### src/rtl/tcap_pkg.sv
package tcap_pkg;

  typedef enum logic [3:0] {
    MODE_OFF    = 4'b0000,
    MODE_FALL   = 4'b0100,
    MODE_RISE   = 4'b0101,
    MODE_RISE4  = 4'b0110,
    MODE_RISE16 = 4'b0111
  } capMode_e;

  // control-to-datapath strobes
  typedef struct packed {
    logic capLoad;
    logic flagSet;
  } capStrobe_t;

  function automatic logic isCapMode(input logic [3:0] m);
    return m[3:2] == 2'b01;
  endfunction

endpackage

### src/rtl/tcap_ctrl.sv
module tcap_ctrl
  import tcap_pkg::*;
#(
  parameter int SYNC_STAGES = 2,
  parameter int RATIO_LO    = 4,
  parameter int RATIO_HI    = 16
) (
  input  logic       clk,
  input  logic       rstN,
  input  logic       pinIn,
  input  logic [3:0] modeSel,
  output capStrobe_t strobe
);

  localparam int CNT_W = $clog2(RATIO_HI);
  localparam int LO_W  = $clog2(RATIO_LO);

  logic [SYNC_STAGES-1:0] syncQ;
  logic                   pinSync;
  logic                   pinPrev;
  logic                   riseEdge;
  logic                   fallEdge;
  logic [CNT_W-1:0]       edgeCnt;
  logic                   capMode;
  logic                   loWrap;
  logic                   hiWrap;
  logic                   capEvent;

  // synchronizer chain
  always_ff @(posedge clk) begin
    if (!rstN) begin
      syncQ   <= '0;
      pinPrev <= 1'b0;
    end else begin
      syncQ   <= {syncQ[SYNC_STAGES-2:0], pinIn};
      pinPrev <= pinSync;
    end
  end

  assign pinSync  = syncQ[SYNC_STAGES-1];
  assign riseEdge = pinSync & ~pinPrev;
  assign fallEdge = ~pinSync & pinPrev;
  assign capMode  = isCapMode(modeSel);

  // rising-edge counter: kept across capture modes, cleared otherwise
  always_ff @(posedge clk) begin
    if (!rstN) begin
      edgeCnt <= '0;
    end else if (!capMode) begin
      edgeCnt <= '0;
    end else if (riseEdge) begin
      edgeCnt <= edgeCnt + 1'b1;
    end
  end

  assign loWrap = &edgeCnt[LO_W-1:0];
  assign hiWrap = &edgeCnt;

  always_comb begin
    capEvent = 1'b0;
    case (modeSel)
      MODE_FALL:   capEvent = fallEdge;
      MODE_RISE:   capEvent = riseEdge;
      MODE_RISE4:  capEvent = riseEdge & loWrap;
      MODE_RISE16: capEvent = riseEdge & hiWrap;
      default:     capEvent = 1'b0;
    endcase
  end

  assign strobe.capLoad = capEvent;
  assign strobe.flagSet = capEvent;

endmodule

### src/rtl/tcap_dpath.sv
module tcap_dpath
  import tcap_pkg::*;
#(
  parameter int TMR_W = 16
) (
  input  logic             clk,
  input  logic             rstN,
  input  logic [TMR_W-1:0] timerVal,
  input  capStrobe_t       strobe,
  input  logic             flagClr,
  output logic [TMR_W-1:0] capVal,
  output logic             capFlag
);

  always_ff @(posedge clk) begin
    if (!rstN) begin
      capVal <= '0;
    end else if (strobe.capLoad) begin
      capVal <= timerVal;
    end
  end

  // set has priority over clear
  always_ff @(posedge clk) begin
    if (!rstN) begin
      capFlag <= 1'b0;
    end else if (strobe.flagSet) begin
      capFlag <= 1'b1;
    end else if (flagClr) begin
      capFlag <= 1'b0;
    end
  end

endmodule

### src/rtl/tmr_capture_unit.sv
module tmr_capture_unit
  import tcap_pkg::*;
#(
  parameter int TMR_W       = 16,
  parameter int SYNC_STAGES = 2
) (
  input  logic             clk,
  input  logic             rstN,
  input  logic [TMR_W-1:0] timerVal,
  input  logic             pinIn,
  input  logic [3:0]       modeSel,
  input  logic             flagClr,
  output logic [TMR_W-1:0] capVal,
  output logic             capFlag
);

  capStrobe_t strobe;

  tcap_ctrl #(
    .SYNC_STAGES(SYNC_STAGES),
    .RATIO_LO   (4),
    .RATIO_HI   (16)
  ) u_ctrl (
    .clk    (clk),
    .rstN   (rstN),
    .pinIn  (pinIn),
    .modeSel(modeSel),
    .strobe (strobe)
  );

  tcap_dpath #(
    .TMR_W(TMR_W)
  ) u_dpath (
    .clk     (clk),
    .rstN    (rstN),
    .timerVal(timerVal),
    .strobe  (strobe),
    .flagClr (flagClr),
    .capVal  (capVal),
    .capFlag (capFlag)
  );

endmodule

### config.mk
export PLATFORM = sky130hd
export DESIGN_NAME = tmr_capture_unit
export DESIGN_NICKNAME = d
export VERILOG_FILES = /design/src/rtl/tcap_pkg.sv /design/src/rtl/tcap_ctrl.sv /design/src/rtl/tcap_dpath.sv /design/src/rtl/tmr_capture_unit.sv
export SDC_FILE = /design/constraint.sdc
export NUM_CORES = 1
export LEC_CHECK = 0
export BUFFER_PORTS_ARGS = -buffer_cell sky130_fd_sc_hd__buf_4
export CORE_MARGIN = 5
export CORE_UTILIZATION = 42
export CTS_CLUSTER_DIAMETER = 150
export CTS_CLUSTER_SIZE = 14
export DETAILED_ROUTE_END_ITERATION = 10
export PLACE_DENSITY = 0.71
export SYNTH_ARGS = -nofsm -noshare
export SYNTH_HDL_FRONTEND = slang
export SYNTH_SLANG_ARGS = --single-unit
### constraint.sdc
create_clock -name clk -period 3.5 [get_ports clk]
set_clock_uncertainty 0.1 [all_clocks]
set_input_delay 0.35 -clock clk [delete_from_list [all_inputs] [get_ports clk]]
set_output_delay 0.35 -clock clk [all_outputs]
set_load 0.02 [all_outputs]
# Word-level counts from Yosys, hierarchy flattened
# Index checks and enable logic that the tools add are counted.
[op_classes]
n_addsub = 1
eq_ne = 5
muxes = 3
bitwise = 6
reduce_logical = 4
[ops]
columns = ["cell", "count"]
rows = [
  ["$eq A4 B3 Y1 const B", 4],
  ["$add A4 B1 Y4 const B", 1],
  ["$and A1 B1 Y1", 4],
  ["$pmux W1 S4", 1],
  ["$reduce_and A2 Y1", 2],
  ["$reduce_and A4 Y1", 1],
  ["$eq A2 B1 Y1 const B", 1],
  ["$mux W1", 2],
  ["$not A1 Y1", 2],
  ["$reduce_bool A2 Y1", 1],
]
[word_totals]
reg_bits = 24
output_inout_bits = 17

# Depth between registers and ports, before layout
[logic_depth]
ltp_word = 5
ltp_mapped = 6

# Modules after synthesis
# From an unflattened synthesis, not the netlist that was laid out.
[unflattened]
cells_unflattened = 88
area_unflattened_um2 = 977.2
[by_module_without_submodules]
columns = ["module", "n_inst", "cells_each", "area_per_inst_um2", "seq_area_each_um2"]
rows = [
  ["tcap_dpath", 1, 54, 649.4, 340.3],
  ["tcap_ctrl", 1, 34, 327.8, 140.1],
]

# Least setup slack after synthesis
# OpenSTA, ideal clock, no wires.
[synth_path]
path_type = "input -> register"
start = "input modeSel[1]"
end = "register u_dpath.capVal[1]"
setup_time_ns = 0.072
arrival_ns = 1.615
slack_ns = 1.713
cell_stages = 5
path_buffers = 2
cell_sequence = "or4b_1 a221oi_2 buf_6 buf_12 mux2i_1"
[synth_between]
elab_chain_len = 2
[synth_lines]
columns = ["item", "line", "text"]
rows = [
  ["start: declaration", "tmr_capture_unit.sv:11", "input logic [3:0] modeSel,"],
  ["$eq A4 B3 Y1", "tcap_ctrl.sv:61", "case (modeSel)"],
  ["$pmux W1 S4 *", "tcap_ctrl.sv:61", ""],
  ["end signal: assignment", "tcap_dpath.sv:19", "capVal <= timerVal;"],
  ["end: declaration", "tcap_dpath.sv:11", "output logic [TMR_W-1:0] capVal,"],
]
# Every way passes the cells marked *; elsewhere a longest branch is shown, timed or not.
# A chain may end at the register's enable or synchronous reset.

# Worst setup path after layout
[layout_path]
start = "register u_ctrl.syncQ[1]"
end = "register u_dpath.capVal[13]"
[layout_between]
elab_chain_len = 3
[layout_lines]
columns = ["item", "line", "text"]
rows = [
  ["start: declaration", "tcap_ctrl.sv:18", "logic [SYNC_STAGES-1:0] syncQ;"],
  ["start signal: assignment", "tcap_ctrl.sv:35", "syncQ <= {syncQ[SYNC_STAGES-2:0], pinIn};"],
  ["$and A1 B1 Y1 or $not A1 Y1 (tied branches)", "tcap_ctrl.sv:41, tcap_ctrl.sv:42", ""],
  ["$and A1 B1 Y1, on equally long branches", "tcap_ctrl.sv:65, tcap_ctrl.sv:42, tcap_ctrl.sv:64", ""],
  ["$pmux W1 S4 *", "tcap_ctrl.sv:61", ""],
]
# Marks and branches as above.

==> implementation parameters <==
Parameter                              Value

Timing
  Count of final hold-check violations ... 0
  Achievable Freq ... about 540 MHz
  Minimum clock period after layout ... 1.837 ns
  Setup repair after global routing missed its margin ... false
  Slew @ Worst Pin ... 0.3519 ns
  Fin. max-slew vios ... 0
  Final-layout setup total negative slack ... 0 ns
  Rel. slew slack ... 0.7629
  Part of the cycle the worst path needs ... 0.5248
  Setup violators final ... 0

Yosys
  Post-synth top flop ... dfxtp_1
  Flip-flop and latch count after synthesis ... 24
  Proportion of synthesized chip area in sequential cells ... 0.4800
  Fraction of post-synthesis cell area in the top cell type by area ... 0.4800
  Most used standard cells in the synthesized netlist ... nand2_1, dfxtp_1, mux2i_1
  Net Count, Synth ... 127
  Unique cell type count in the Yosys netlist ... 22
  Top cell type by total area after synthesis ... dfxtp_1
  Most common cell in the synthesized netlist ... nand2_1
  Post-Synthesis Mean Instance Area ... approximately 10 um2
  Number of synthesized flops with an enable pin ... 0
  Synth area leaders ... dfxtp_1, mux2i_1, nand2_1, buf_6, buf_12
  Cell count after synthesis ... 102
  Syn. warnings ... 0
  Mapped Area ... ~0.001 mm2
  Post-synthesis async set-or-reset flop share ... 0

Power
  Portion of total power attributed to combinational logic ... 0.083
  Clock share of power ... 0.381
  Internal power contribution ... 416.8 uW
  Switching pwr ... a little over 100 uW
  Sw Ratio ... 0.1948
  Areal power density over the cells ... 385.2 mW/mm2
  Static Leak ... between 0.5 and 0.6 nW
  Worst vdd rail ir drop ... 0.2141 mV
  Sequential group share of total power ... 0.536

GRT
  Number of global-route vias before repair ... 779
  Initial antenna violation count ... 0
  Maximum number of pins on one net before global-route repair ... 38
  Residual overflow from global routing ... 0
  First-pass GRT wire length ... 3180 um
  Global-route usage over all layers ... 0.1191

Critical path
  WP data required ... 3.65 ns
  Slowest library cell on the worst path ... or4b_1
  Peak fanout along the critical path ... 17
  WS Path Type ... reg2reg
  Cell chain of the critical path ... or4b_1, a221oi_4, buf_4, mux2i_1
  Count of buffer and inverter cells on the critical path ... 1
  Longest individual stage delay on the worst path ... 0.52 ns
  R2r startpoint ... u_ctrl.syncQ[1]
  Number of cells traversed by the worst register-to-register path ... 4
  Worst EP arrival ... 1.99 ns
  Endpoint of the worst register-to-register path ... u_dpath.capVal[13]
  Critical Path End Type ... register
  Register-to-register setup slack ... around 1.7 ns
  Category of the worst setup path launch point ... register
  Worst path top cell family by delay ... simple AND/OR/NAND/NOR gates

Cells and area
  Share of cells above drive strength 1 ... 0.3475
  Sequential cell area in the final layout ... 480.5 um2
  Fill cells ... 217
  Syn-to-layout area delta ... 34.25%
  Area of the multi-input gates ... 467.9 um2
  Number of standard cells in the layout, taps in and fillers out ... 169
  Layout net count ... ~170
  ANT cells ... 0

Place
  IO Port Bufs ... 40
  Placed Cells incl. Taps ... 165
  Final Wtd Congestion ... 0.7732
  Post-detailed-placement half-perimeter wirelength ... 1451 um

Clock network
  H-tree depth reported by CTS ... 1
  Buffer count from post-CTS setup fixing ... 0
  Sinks on the clock net ... 24
  CTS Root Buffer Type ... clkbuf_4
  Clock Tree Buf Depth ... 2
  Skew-Pair Late Insertion Delay ... 0.31 ns
  Post-CTS Resized ... 0
  CTS buffer count ... 3
  Worst-path clk slew ... 0.13 ns
  Number of buffers inserted by hold repair at cts ... 0
  CTS tree ... done

Worst hold path
  HP Class ... in2reg
  Worst hold path startpoint ... pinIn
  WHS Path Cells ... 2
  Terminating pin of the worst hold path ... u_ctrl.syncQ[0]

Drt
  Number of DRC violations after detailed routing ... 0
  Iteration count of the initial detailed-routing pass ... 3
  Vias ... between 700 and 800
  Routed vias/inst ... roughly 4.7
  Total wire length ... 1880 um
  Remaining antenna violation count after routing ... 0
  Initial DRC count ... 10
  Wire length per cell ... 11.12 um

Floorplan
  Chip height ... 58.82 um
  FP Rows ... 17
  Core area ... between 0.002 and 0.0025 mm2
  Die area ... 0.003460 mm2
  Die Width ... 58.82 um
  Initial core utilization ... 0.4440
  IO Pins ... 41

Flow run
  Count of maximum capacitance violations ... 0

Run status
  Result of the run ... finished, final reports clean
==> through the flow <==
stage                       util  hold WS [ns]  worst slack [ns]  cell area [um2]  total power, mW
final                     0.5960        0.1448             1.663             1344           0.5177
after global routing      0.5960        0.1288             1.542             1344           0.5402
after CTS                 0.5960        0.1346             1.633             1344           0.5253
after detailed placement  0.5727        0.3245             1.444             1291           0.3270
after global placement    0.5727        0.3190             1.485             1291           0.3263
after floorplan                -        0.3119             1.713             1001           0.3047
==> kinds of logic (layout without fill, tap and decap cells) <==
| group | count (synthesis) | count (layout) | share of synthesized area |
|---|---|---|---|
| AOI/OAI and AO/OA | 4 | 4 | 0.03749 |
| adders and majority gates | 1 | 1 | 0.01250 |
| and+or+nand+nor | 47 | 47 | 0.2100 |
| DFF | 24 | 24 | 0.4800 |
| buffers and inverters | 6 | 45 | 0.06375 |
| xor gates and xnor gates | 3 | 3 | 0.02625 |
| muxes | 17 | 17 | 0.1700 |
==> layout by cell type (no fill, tap or decap) <==
master	instances
o21ai_0	1
clkbuf_4	3
ha_1	1
nand3b_1	1
xnor2_1	1
a221oi_4	1
buf_4	41
nand4_1	1
bufinv_16	1
or4b_1	1
dfxtp_1	24
nand2_1	34
o21a_1	1
nor2b_1	1
mux2i_1	17
a21bo_2	1
and2b_4	1
xor2_1	2
and2_1	3
nor2_1	4
or2b_2	1
==> power groups by stage <==
stage	Combinational, mW	Clock, mW	Sequential, mW
2_1_floorplan	0.0198	0	0.285
3_3_place_gp	0.0429	0	0.283
3_5_place_dp	0.0436	0	0.283
4_1_cts	0.0439	0.204	0.277
5_1_grt	0.0476	0.215	0.278
6_report	0.0432	0.197	0.277
==> per-layer routing <==
metal / GRT usage / routed length [um]
met2: 0.1909 / 876
met1: 0.1457 / 831
met5: 0 / 0
met3: 0.02632 / 130
met4: 0.06796 / 42
==> state kept, by name (all words and copies together), names as in the netlist <==
register         flops
u_dpath.capVal      16
u_ctrl.edgeCnt       4
u_ctrl.syncQ         2
u_ctrl.pinPrev       1
u_dpath.capFlag      1
==> worst register-to-register path, cell delays in order (launching register included) <==
cell and delay [ns]:
dfxtp_1 0.34, or4b_1 0.52, a221oi_4 0.27, buf_4 0.31, mux2i_1 0.22
==> final cells by class <==
| cell class | instances | area share |
|---|---|---|
| multi-input cells | 72 | 0.3482 |
| well taps | 28 | 0.02607 |
| repair buffers | 41 | 0.2290 |
| clock inverters | 1 | 0.02235 |
| clock buffers | 3 | 0.01676 |
| flip-flops and latches | 24 | 0.3575 |
==> worst max-delay path by stage <==
| stage | slack [ns] | to | from | cells past startpoint |
|---|---|---|---|---|
| detailed placement | 1.44 | u_dpath.capVal[11] | modeSel[1] | 5 |
| floorplan | 1.71 | u_dpath.capVal[1] | modeSel[1] | 5 |
| global placement | 1.48 | u_dpath.capVal[4] | modeSel[1] | 5 |
| CTS | 1.63 | u_dpath.capVal[11] | u_ctrl.syncQ[1] | 4 |
| global route | 1.54 | u_dpath.capVal[14] | u_ctrl.syncQ[1] | 4 |
| finish | 1.66 | u_dpath.capVal[13] | u_ctrl.syncQ[1] | 4 |
(Power assumes the default switching activity.)
